$ cat config.mk
export PLATFORM = sky130hd
export DESIGN_NAME = trig_rx_reg
export DESIGN_NICKNAME = d
export VERILOG_FILES = /design/src/rtl/trig_rx_pkg.sv /design/src/rtl/trig_rx_sync.sv /design/src/rtl/trig_rx_latch.sv /design/src/rtl/trig_rx_class.sv /design/src/rtl/trig_rx_reg.sv
export SDC_FILE = /design/constraint.sdc
export NUM_CORES = 1
export LEC_CHECK = 0
export BUFFER_PORTS_ARGS = -buffer_cell sky130_fd_sc_hd__buf_2
export CORE_AREA = 2 2 101 103
export CTS_CLUSTER_DIAMETER = 80
export DETAILED_ROUTE_END_ITERATION = 10
export DIE_AREA = 0 0 103 105
export GPL_ROUTABILITY_DRIVEN = 0
export PLACE_DENSITY_LB_ADDON = 0.12
export SLEW_MARGIN = 20
export SYNTH_ARGS = -nofsm -noshare
export SYNTH_HDL_FRONTEND = slang
export SYNTH_SLANG_ARGS = --single-unit
export TNS_END_PERCENT = 50
$ cat constraint.sdc
create_clock -name clk -period 3.25 [get_ports clk]
set_input_delay 0.4875 -clock clk [delete_from_list [all_inputs] [get_ports clk]]
set_output_delay 0.4875 -clock clk [all_outputs]
set_load 0.01 [all_outputs]
$ cat src/rtl/trig_rx_pkg.sv
package trig_rx_pkg;

  // Register map of the access port.
  typedef enum logic [1:0] {
    ADDR_LATCH = 2'd0,
    ADDR_OUT   = 2'd1,
    ADDR_BUSY  = 2'd2,
    ADDR_LIVE  = 2'd3
  } trig_addr_e;

endpackage

$ cat src/rtl/trig_rx_sync.sv
module trig_rx_sync #(
  parameter int W      = 16,
  parameter int STAGES = 2
) (
  input  logic         clk,
  input  logic         rst_n,
  input  logic [W-1:0] d_i,
  output logic [W-1:0] q_o
);

  logic [W-1:0] st_q [STAGES];

  always_ff @(posedge clk or negedge rst_n) begin
    if (!rst_n) begin
      for (int i = 0; i < STAGES; i++) st_q[i] <= '0;
    end else begin
      st_q[0] <= d_i;
      for (int i = 1; i < STAGES; i++) st_q[i] <= st_q[i-1];
    end
  end

  assign q_o = st_q[STAGES-1];

endmodule

$ cat src/rtl/trig_rx_latch.sv
module trig_rx_latch #(
  parameter int W    = 16,
  parameter int NLAT = 8
) (
  input  logic         clk,
  input  logic         rst_n,
  input  logic [W-1:0] lvl_i,
  input  logic [W-1:0] clr_i,
  output logic [W-1:0] edge_o,
  output logic [W-1:0] lat_o
);

  localparam logic [W-1:0] LMASK = {{(W-NLAT){1'b0}}, {NLAT{1'b1}}};

  logic [W-1:0] prev_q;
  logic [W-1:0] lat_q;

  assign edge_o = lvl_i & ~prev_q;

  always_ff @(posedge clk or negedge rst_n) begin
    if (!rst_n) begin
      prev_q <= '0;
      lat_q  <= '0;
    end else begin
      prev_q <= lvl_i;
      // set wins over a clear of the same bit
      lat_q  <= ((lat_q & ~clr_i) | edge_o) & LMASK;
    end
  end

  assign lat_o = lat_q;

  for (genvar g = 0; g < W; g++) begin : g_chk
    if (g < NLAT) begin : g_lat
      assert_edge_sets_R2: assert property (@(posedge clk) disable iff (!rst_n)
        (lvl_i[g] && !prev_q[g]) |=> lat_q[g]);
      assert_hold_until_clear_R3: assert property (@(posedge clk) disable iff (!rst_n)
        (lat_q[g] && !clr_i[g]) |=> lat_q[g]);
    end else begin : g_plain
      assert_no_latch_R4: assert property (@(posedge clk) disable iff (!rst_n)
        lvl_i[g] |=> !lat_q[g]);
    end
  end

endmodule

$ cat src/rtl/trig_rx_class.sv
module trig_rx_class #(
  parameter int NCLS = 4,
  parameter int TW   = 2
) (
  input  logic            clk,
  input  logic            rst_n,
  input  logic [NCLS-1:0] cls_edge_i,
  input  logic [NCLS-1:0] busy_clr_i,
  input  logic [NCLS-1:0] err_clr_i,
  output logic [NCLS-1:0] busy_o,
  output logic [NCLS-1:0] err_o,
  output logic [TW-1:0]   evt_type_o,
  output logic            idle_o
);

  logic [NCLS-1:0] busy_q, err_q;
  logic [TW-1:0]   evt_q, evt_nxt;

  // lowest class number wins on simultaneous edges
  always_comb begin
    evt_nxt = evt_q;
    for (int k = NCLS-1; k >= 0; k--) begin
      if (cls_edge_i[k]) evt_nxt = TW'(k);
    end
  end

  always_ff @(posedge clk or negedge rst_n) begin
    if (!rst_n) begin
      busy_q <= '0;
      err_q  <= '0;
      evt_q  <= '0;
    end else begin
      busy_q <= (busy_q & ~busy_clr_i) | cls_edge_i;
      err_q  <= (err_q & ~err_clr_i) | (cls_edge_i & busy_q);
      evt_q  <= evt_nxt;
    end
  end

  assign busy_o     = busy_q;
  assign err_o      = err_q;
  assign evt_type_o = evt_q;
  assign idle_o     = ~|busy_q;

  for (genvar k = 0; k < NCLS; k++) begin : g_chk
    assert_busy_set_R6: assert property (@(posedge clk) disable iff (!rst_n)
      cls_edge_i[k] |=> busy_q[k]);
    assert_busy_hold_R6: assert property (@(posedge clk) disable iff (!rst_n)
      (busy_q[k] && !busy_clr_i[k]) |=> busy_q[k]);
    assert_overlap_flag_R8: assert property (@(posedge clk) disable iff (!rst_n)
      (cls_edge_i[k] && busy_q[k]) |=> err_q[k]);
    assert_err_sticky_R8: assert property (@(posedge clk) disable iff (!rst_n)
      (err_q[k] && !err_clr_i[k]) |=> err_q[k]);
  end

  assert_evt_lowest_R9: assert property (@(posedge clk) disable iff (!rst_n)
    cls_edge_i[0] |=> (evt_q == '0));

endmodule

$ cat src/rtl/trig_rx_reg.sv
module trig_rx_reg
  import trig_rx_pkg::*;
#(
  parameter int NCH     = 16,
  parameter int NLAT    = 8,
  parameter int NCLS    = 4,
  parameter int CLS_BASE = 4,
  parameter int LOOP_CH = 1,
  parameter int SYNC_ST = 2,
  parameter int TW      = $clog2(NCLS)
) (
  input  logic            clk,
  input  logic            rst_n,
  input  logic [NCH-1:0]  trig_in,
  input  logic            reg_en,
  input  logic            reg_we,
  input  logic [1:0]      reg_addr,
  input  logic [NCH-1:0]  reg_wdata,
  output logic [NCH-1:0]  reg_rdata,
  output logic [NCH-1:0]  out_reg_o,
  output logic [NCLS-1:0] busy_o,
  output logic            idle_o,
  output logic [NCLS-1:0] ovl_err_o,
  output logic [TW-1:0]   evt_type_o,
  output logic            evt_valid_o
);

  logic [NCH-1:0]  raw, lvl, edges, lat;
  logic [NCH-1:0]  out_q, rd_q, rd_nxt, lat_clr;
  logic [NCLS-1:0] busy_clr, err_clr;
  logic            wr, rd;

  assign wr = reg_en &  reg_we;
  assign rd = reg_en & ~reg_we;

  // output bit 0 replaces the loopback input channel
  always_comb begin
    raw          = trig_in;
    raw[LOOP_CH] = out_q[0];
  end

  trig_rx_sync #(.W(NCH), .STAGES(SYNC_ST)) u_sync (
    .clk(clk), .rst_n(rst_n), .d_i(raw), .q_o(lvl)
  );

  assign lat_clr  = (wr && reg_addr == ADDR_LATCH) ? reg_wdata : '0;
  assign busy_clr = (wr && reg_addr == ADDR_BUSY) ? reg_wdata[NCLS-1:0] : '0;
  assign err_clr  = (wr && reg_addr == ADDR_BUSY) ? reg_wdata[2*NCLS-1:NCLS] : '0;

  trig_rx_latch #(.W(NCH), .NLAT(NLAT)) u_latch (
    .clk(clk), .rst_n(rst_n), .lvl_i(lvl), .clr_i(lat_clr),
    .edge_o(edges), .lat_o(lat)
  );

  trig_rx_class #(.NCLS(NCLS), .TW(TW)) u_class (
    .clk(clk), .rst_n(rst_n),
    .cls_edge_i(edges[CLS_BASE +: NCLS]),
    .busy_clr_i(busy_clr), .err_clr_i(err_clr),
    .busy_o(busy_o), .err_o(ovl_err_o),
    .evt_type_o(evt_type_o), .idle_o(idle_o)
  );

  always_comb begin
    rd_nxt = '0;
    unique case (trig_addr_e'(reg_addr))
      ADDR_LATCH: rd_nxt = lat;
      ADDR_OUT:   rd_nxt = out_q;
      ADDR_BUSY: begin
        rd_nxt[NCLS-1:0]      = busy_o;
        rd_nxt[2*NCLS-1:NCLS] = ovl_err_o;
      end
      ADDR_LIVE:  rd_nxt = lvl;
      default:    rd_nxt = '0;
    endcase
  end

  always_ff @(posedge clk or negedge rst_n) begin
    if (!rst_n) begin
      out_q <= '0;
      rd_q  <= '0;
    end else begin
      if (wr && reg_addr == ADDR_OUT) out_q <= reg_wdata;
      if (rd) rd_q <= rd_nxt;
    end
  end

  assign reg_rdata   = rd_q;
  assign out_reg_o   = out_q;
  assign evt_valid_o = ~idle_o;

  assert_out_write_R5: assert property (@(posedge clk) disable iff (!rst_n)
    (wr && reg_addr == ADDR_OUT) |=> (out_reg_o == $past(reg_wdata)));
  assert_rdata_hold_R10: assert property (@(posedge clk) disable iff (!rst_n)
    !rd |=> $stable(reg_rdata));
  assert_valid_idle_R7: assert property (@(posedge clk) disable iff (!rst_n)
    $fell(idle_o) |-> busy_o != '0);

endmodule

# Yosys cells after proc, flatten, opt, wreduce, memory -nomap -nowiden
# Index checks and enable logic that the tools add are counted.
# classes
eq_ne,3
n_mux,9
bitwise_logic,15
reduce_logical,7
# ops
op,count
8-bit case mux with 4 select lines,1
8-bit bitwise AND,2
8-bit NOT,2
8-bit case mux with 2 select lines,1
4-bit bitwise AND,3
2-bit two-way mux,4
4-bit two-way mux,2
8-bit two-way mux,1
4-bit NOT,2
4-bit OR,2
8-bit OR,1
"2-bit equality test, second input constant",2
4-bit nonzero test,1
4-bit OR reduction,1
1-bit logical AND,3
1-bit bitwise AND,2
"2-bit by 1-bit equality test with 1-bit output, second input constant",1
2-bit logical NOT,1
1-bit logical NOT,1
1-bit NOT,1
# totals
ff_bits,90
input_bits,38
out_inout_bits,44
elab_cells,43

# Longest topological paths before layout
# Gate-level depths: netlist of run 1.
# depth
ltp_word,6
depth_mapped,5
depth_no_buf,3

# Cells and area by module
# From an unflattened synthesis of run 1, not the netlist that was laid out.
# unflattened
cells_unflattened,305
area_unflattened_um2,4052.6
# modules_own_cells
mod,n_inst,cells_each,area_each_um2,seq_area_each_um2
trig_rx_reg,1,157,1833.0,800.8
trig_rx_sync,1,48,920.9,800.8
trig_rx_latch,1,65,914.6,600.6
trig_rx_class,1,35,384.1,250.2

# Least setup slack after synthesis of run 1
# OpenSTA, ideal clock, no wires.
# synth_timing
path_kind,flip-flop to output port
start,reg u_class.busy_q[2] (netlist: u_class.busy_o[2])
end,out idle_o
arrival_time_ns,1.146
required_time_ns,2.762
slack_ns,1.616
path_stages_with_launch,3
n_path_buf,0
cell_sequence,dfrtp_1 > or4_1 > inv_1
# synth_via
elab_chain_cells,2
# synth_rtl
item,line_no,source
from (decl),trig_rx_class.sv:16,"logic [NCLS-1:0] busy_q, err_q;"
from (signal assigned),trig_rx_class.sv:33,busy_q <= (busy_q & ~busy_clr_i) | cls_edge_i;
4-bit OR reduction,trig_rx_class.sv:42,assign idle_o = ~|busy_q;
via evt_valid_o,trig_rx_reg.sv:25,output logic evt_valid_o
1-bit logical NOT,trig_rx_class.sv:42,
to (decl),trig_rx_reg.sv:22,"output logic idle_o,"
# The timed path passes the listed nets, and every way through them passes these cells.

# Worst setup path in the final report of run 1
# layout_timing
start,reg u_class.busy_q[2] (netlist: u_class.busy_o[2])
end,out idle_o
# layout_via
elab_chain_cells,2
# layout_rtl
item,line_no
4-bit OR reduction,trig_rx_class.sv:42
1-bit logical NOT,trig_rx_class.sv:42
# Every way passes these cells.

==> results of run 1 <==
-- stage by stage --
stage                     hold WS [ns]  area [µm²]  utilization [%]  instances  power, W
final                            0.176        4060             42.1        446   0.00252
after global routing             0.198        4060             42.1        446   0.00266
after CTS                        0.206        4060             42.1        446   0.00256
after detailed placement         0.335        3830             39.7        430   0.00170
after global placement           0.332        3830             39.7        430   0.00169
after floorplan                  0.192        3310                -        224   0.00152
-- cells by family (layout without fill, tap and decap cells) --
family                 after synthesis  after routing
buffers and inverters               14            103
AOI/OAI and AO/OA                   26             26
DFF                                 90             90
muxes                               32             32
and+or+nand+nor                     62             62
-- per-layer routing --
metal	share of wire (%)	GRT usage, %	up-vias
met1	47	20.0	994
met4	1.2	4.51	0
met5	0	0	-
li1	-	-	943
met2	46	20.6	42
met3	5.2	4.21	6
-- state kept, by name, indices dropped and copies added (netlist names) --
name                cells
out_reg_o              16
u_class.busy_o          4
u_class.err_o           4
u_sync.q_o             16
u_class.evt_type_o      2
u_sync.st_q            16
reg_rdata              16
u_latch.prev_q          8
u_latch.lat_o           8
-- layout by cell type (no fill, tap or decap), types with 5 or more instances in the layout --
cell type  instances
a21o_1             6
mux2_4            10
nor2b_1            5
inv_1              5
a22o_1             8
mux4_1             7
dfrtp_1           90
mux2_2             6
mux2i_1            8
clkbuf_8           9
o21ai_0            7
nand2_1           47
buf_2             79
-- cell type report --
class                      count  area, µm²  area share [%]
sequential                    90       2250            55.5
timing repair buffer          82        418            10.3
clock inverter                 7        100            2.47
tap                          133        166            4.10
inverter                       5       18.8           0.463
clock buffer                   9        124            3.05
multi-input combinational    120        976            24.1
-- how the worst min path moves through the flow --
stage,start,to,cells after the start
3_5_place_dp,u_sync.st_q[28],u_sync.q_o[12],0
6_report,rst_n,out_reg_o[0],1
3_3_place_gp,u_sync.st_q[20],u_sync.q_o[4],0
2_1_floorplan,rst_n,out_reg_o[0],0
5_1_grt,trig_in[8],u_sync.st_q[24],1
4_1_cts,rst_n,out_reg_o[0],1
-- power by group --
part / internal, W / switching (W) / leakage [nW] / total [W]
Clock: 0.000438 / 0.000415 / 0.102 / 0.000853
Sequential: 0.00124 / 0.0000740 / 1.04 / 0.00132
Combinational: 0.000177 / 0.000173 / 0.819 / 0.000350
==> impl_metrics.ini, run 1 <==
[status]
outcome = finished, final reports clean

[routing]
drc = 0
firstDrtPassIters = 4
initialDrtViolationCount = 68
wl_per_cell_um = 16.0
wirelength_um = 7120
ant_nets = 0
viasPerCell = 4.45
vias = 1985

[worst_setup_path]
endpoint_kind = output pin
r2r-end = reg_rdata[2]
startpoint = u_class.busy_o[2]
crit_path_cell_trace = or4_1 > inv_1 > buf_2
criticalPathCategory = reg -> out
crit_end = idle_o
path_depth = 3
critPathMaxFanout = 5
r2r_slack_ns = 1.99
cp.arrival_ns = 1.54
cp_num_buf_inv = 2
critPathSlowestCell = or4_1
start_kind = flop
reg2reg_depth = 3
r2r-start = u_class.busy_o[2]
cpLargestDelayFamily = simple AND/OR/NAND/NOR gates
worst_path_largest_cell_delay_ns = 0.56
required_ns = 2.76

[synth]
synth_compound_area_share_pct = 5.44
synth_xor_area_share_pct = 0
seq_area_frac_synth_pct = 68.0
synth_most_common_cell = dfrtp_1
netlist_instances = 224
yosysUniqueCellTypes = 26
synth_top_family_by_area = multiplexers
synth_top_area_share_pct = 68.0
yosys-mux-area-fraction_pct = 15.2
synthSimpleGateAreaFrac_pct = 8.80
yosys_warnings = 0
synth_top_area_cell = dfrtp_1
synthAdderAreaFrac_pct = 0
synthArstFlopShare_pct = 100
yosys-top-cells-area = dfrtp_1 68%, mux4_1 5.6%, nand2_1 5.3%
ys_ff_latch = 90
syn_nets = 262
netlist_top_cells_count = 90 x dfrtp_1, 47 x nand2_1, 10 x mux2_4
synth_edf_count = 0
synth_area_mm2 = 0.00331
synth_ff_type = dfrtp_1
avgSynthCellArea_um2 = 14.8

[cts]
insertion_delay_ns = 0.36
cts_num_sinks = 90
clk_pin_slew_ns = 0.09
post_cts_resized = 0
clk_path_buf_depth = 2
cts_tree = done
cts_buffers = 9
cts_htree_levels = 3
cts_root_buffer = clkbuf_8
cts-hold-fix-buffers = 0
cts_setup_buffers = 0

[placed_design]
pre_cts_ws_ns = 1.26
io_buffer_count = 80
dp_hpwl_um = 4770

[timing]
worst_pin_slew_ns = 0.727
clock_skew_ns = 0.0159
fin_ws_ns = 1.22
slew_viol_final = 0
setup-tns-final_ns = 0
hold_viol = 0
finalSetupViolCount = 0
fmax_mhz = 494
rsz0062_at_grt = no
min_period_ns = 2.03
period_share_pct = 62.3
maxSlewHeadroom_pct = 51.6

[power]
vdd_ir_drop_max_uv = 203
p_leak_nw = 1.96
power_density_mw_per_mm2 = 621

[die]
die_y_um = 105
die_w_um = 103
num_rows = 36
core_area_mm2 = 0.00964
die_area_mm2 = 0.0108
io_pins = 82
initial_core_util_pct = 34.4

[layout]
syn_to_final_growth_pct = 22.4
drive_gt1_share_pct = 37.4
fill_cells = 948
diodes = 0
nets = 346

[hold_path]
hp-class = in -> async

[global_routing]
grt.total_usage_pct = 14.1
antenna_found_initial = 0
grt_pass1_wl_um = 11200
grt_pass1_vias = 2015
grt_max_degree = 57
overflow = 0

[job]
cap_violations = 0
No activity file was read; power rests on OpenSTA's default activity.
==> run 2, diff against run 1 <==
==> constraint.sdc (replaced) <==
create_clock -name clk -period 1.8 [get_ports clk]
set_input_delay 0.27 -clock clk [delete_from_list [all_inputs] [get_ports clk]]
set_output_delay 0.27 -clock clk [all_outputs]
set_load 0.01 [all_outputs]
==> run 2 against run 1 <==
Critical path depth is the same. Critical endpoint unchanged. Wire length shrank 0.15%. Sequential cell count did not move. First-iteration DRC count down 40%. Power is 82% higher. Die area unchanged. Register-to-register slack got worse by 1.5 ns. Count of clock-buffer cells in the layout up 1. Setup slack got worse by 1.2 ns. Sequential power is 80% higher. Core utilization rose by 1.5 points. Worst hold slack lost 0.16 ns. Highest routed layer unchanged.
==> impl_metrics.ini, run 2 (same netlist as run 1, synthesis figures left out) <==
[timing]
clock_skew_ns = 0.00649
setup-tns-final_ns = 0
worst_pin_slew_ns = 0.670
min_period_ns = 1.77
hold_viol = 0
period_share_pct = 98.1
rsz0062_at_grt = yes
fmax_mhz = 567
slew_viol_final = 0
maxSlewHeadroom_pct = 55.3
finalSetupViolCount = 0
fin_ws_ns = 0.0350

[worst_setup_path]
cpLargestDelayFamily = simple AND/OR/NAND/NOR gates
reg2reg_depth = 4
critPathSlowestCell = or4_4
start_kind = flop
r2r_slack_ns = 0.45
critPathMaxFanout = 5
required_ns = 1.53
cp_num_buf_inv = 2
criticalPathCategory = reg -> out
r2r-start = u_class.busy_o[2]
worst_path_largest_cell_delay_ns = 0.56
crit_path_cell_trace = or4_4 > inv_2 > buf_6
startpoint = u_class.busy_o[1]
r2r-end = reg_rdata[2]
cp.arrival_ns = 1.50
endpoint_kind = output pin

[die]
die_area_mm2 = 0.0108
die_y_um = 105
core_area_mm2 = 0.00964
die_w_um = 103
initial_core_util_pct = 34.4
io_pins = 82
num_rows = 36

[global_routing]
grt_max_degree = 35
grt.total_usage_pct = 14.1
overflow = 0
grt_pass1_vias = 2047
grt_pass1_wl_um = 11400
antenna_found_initial = 0

[status]
outcome = finished, final reports clean

[placed_design]
dpl_cell_area_mm2 = 0.00389
dp.cells = 436
dp_hpwl_um = 4870
io_buffer_count = 80
pre_cts_ws_ns = 0.299

[cts]
cts_htree_levels = 3
cts_num_sinks = 90
clk_path_buf_depth = 2
cts_buffers = 9
cts_tree = done
clk_pin_slew_ns = 0.09
insertion_delay_ns = 0.35
cts_root_buffer = clkbuf_8

[routing]
vias = 2021
wl_per_cell_um = 15.5
firstDrtPassIters = 4
viasPerCell = 4.39
ant_nets = 0
drc = 0
wirelength_um = 7110
initialDrtViolationCount = 41

[layout]
drive_gt1_share_pct = 39.1
diodes = 0
final_cell_mix = 89 x dfrtp_1, 78 x buf_2, 47 x nand2_1
layoutNonFillerInstCount = 460
nets = 360
syn_to_final_growth_pct = 26.8
final_common_cell = dfrtp_1
fin_area_mm2 = 0.00420

[power]
p_leak_nw = 2.03
power_density_mw_per_mm2 = 1090
vdd_ir_drop_max_uv = 314
power.total_w = 0.00459

[hold_path]
min_to = u_sync.st_q[21]
hold_path_depth = 1
hp-start = trig_in[5]
hp-class = in -> reg

[job]
cap_violations = 0
-- run 2: worst max path at each step --
stage / to / slack, ns / cells past startpoint
finish: idle_o / 0.03 / 3
global route: idle_o / -0.04 / 3
CTS: idle_o / 0.01 / 3
detailed placement: reg_rdata[6] / 0.30 / 4
global placement: reg_rdata[2] / 0.30 / 4
floorplan: idle_o / 0.38 / 2
-- run 2: layout make-up --
cell class	instances	area [µm²]
Sequential cell	90	2250
Inverter	5	18.8
Timing Repair Buffer	96	557
Multi-Input combinational cell	120	980
Fill cell	933	5440
Clock inverter	6	88.8
Clock buffer	10	138
Tap cell	133	166
-- run 2: timing repair --
action                                  4_1_cts  5_1_grt
pin swaps                                     0        1
buffers inserted                              1        1
gates resized for setup                       2        2
cloned                                        0        0
hold buffers                                  4        2
hold endpoints to repair                     32        2
endpoints found under the setup margin        2        2
-- run 2: stage by stage --
stage	hold WS, ns	utilization, %
2_1_floorplan	-0.0256	-
3_3_place_gp	0.237	40.3
3_5_place_dp	0.245	40.3
4_1_cts	0.000169	43.2
5_1_grt	0.00320	43.6
6_report	0.0204	43.6
-- run 2: routing by layer --
metal  up-vias  global-route usage [%]  part of all wire, %
met4         0                    5.36                  1.1
met2        44                    20.1                   45
met1      1002                    20.9                   50
li1        969                       -                    -
met3         6                    3.28                  4.6
met5         -                       0                    0
-- run 2: power by group --
| group | internal, W | switching, W | total (W) |
|---|---|---|---|
| clock | 0.000823 | 0.000727 | 0.00155 |
| combinational | 0.000342 | 0.000318 | 0.000660 |
| sequential | 0.00224 | 0.000134 | 0.00238 |
| total | 0.00341 | 0.00118 | 0.00459 |
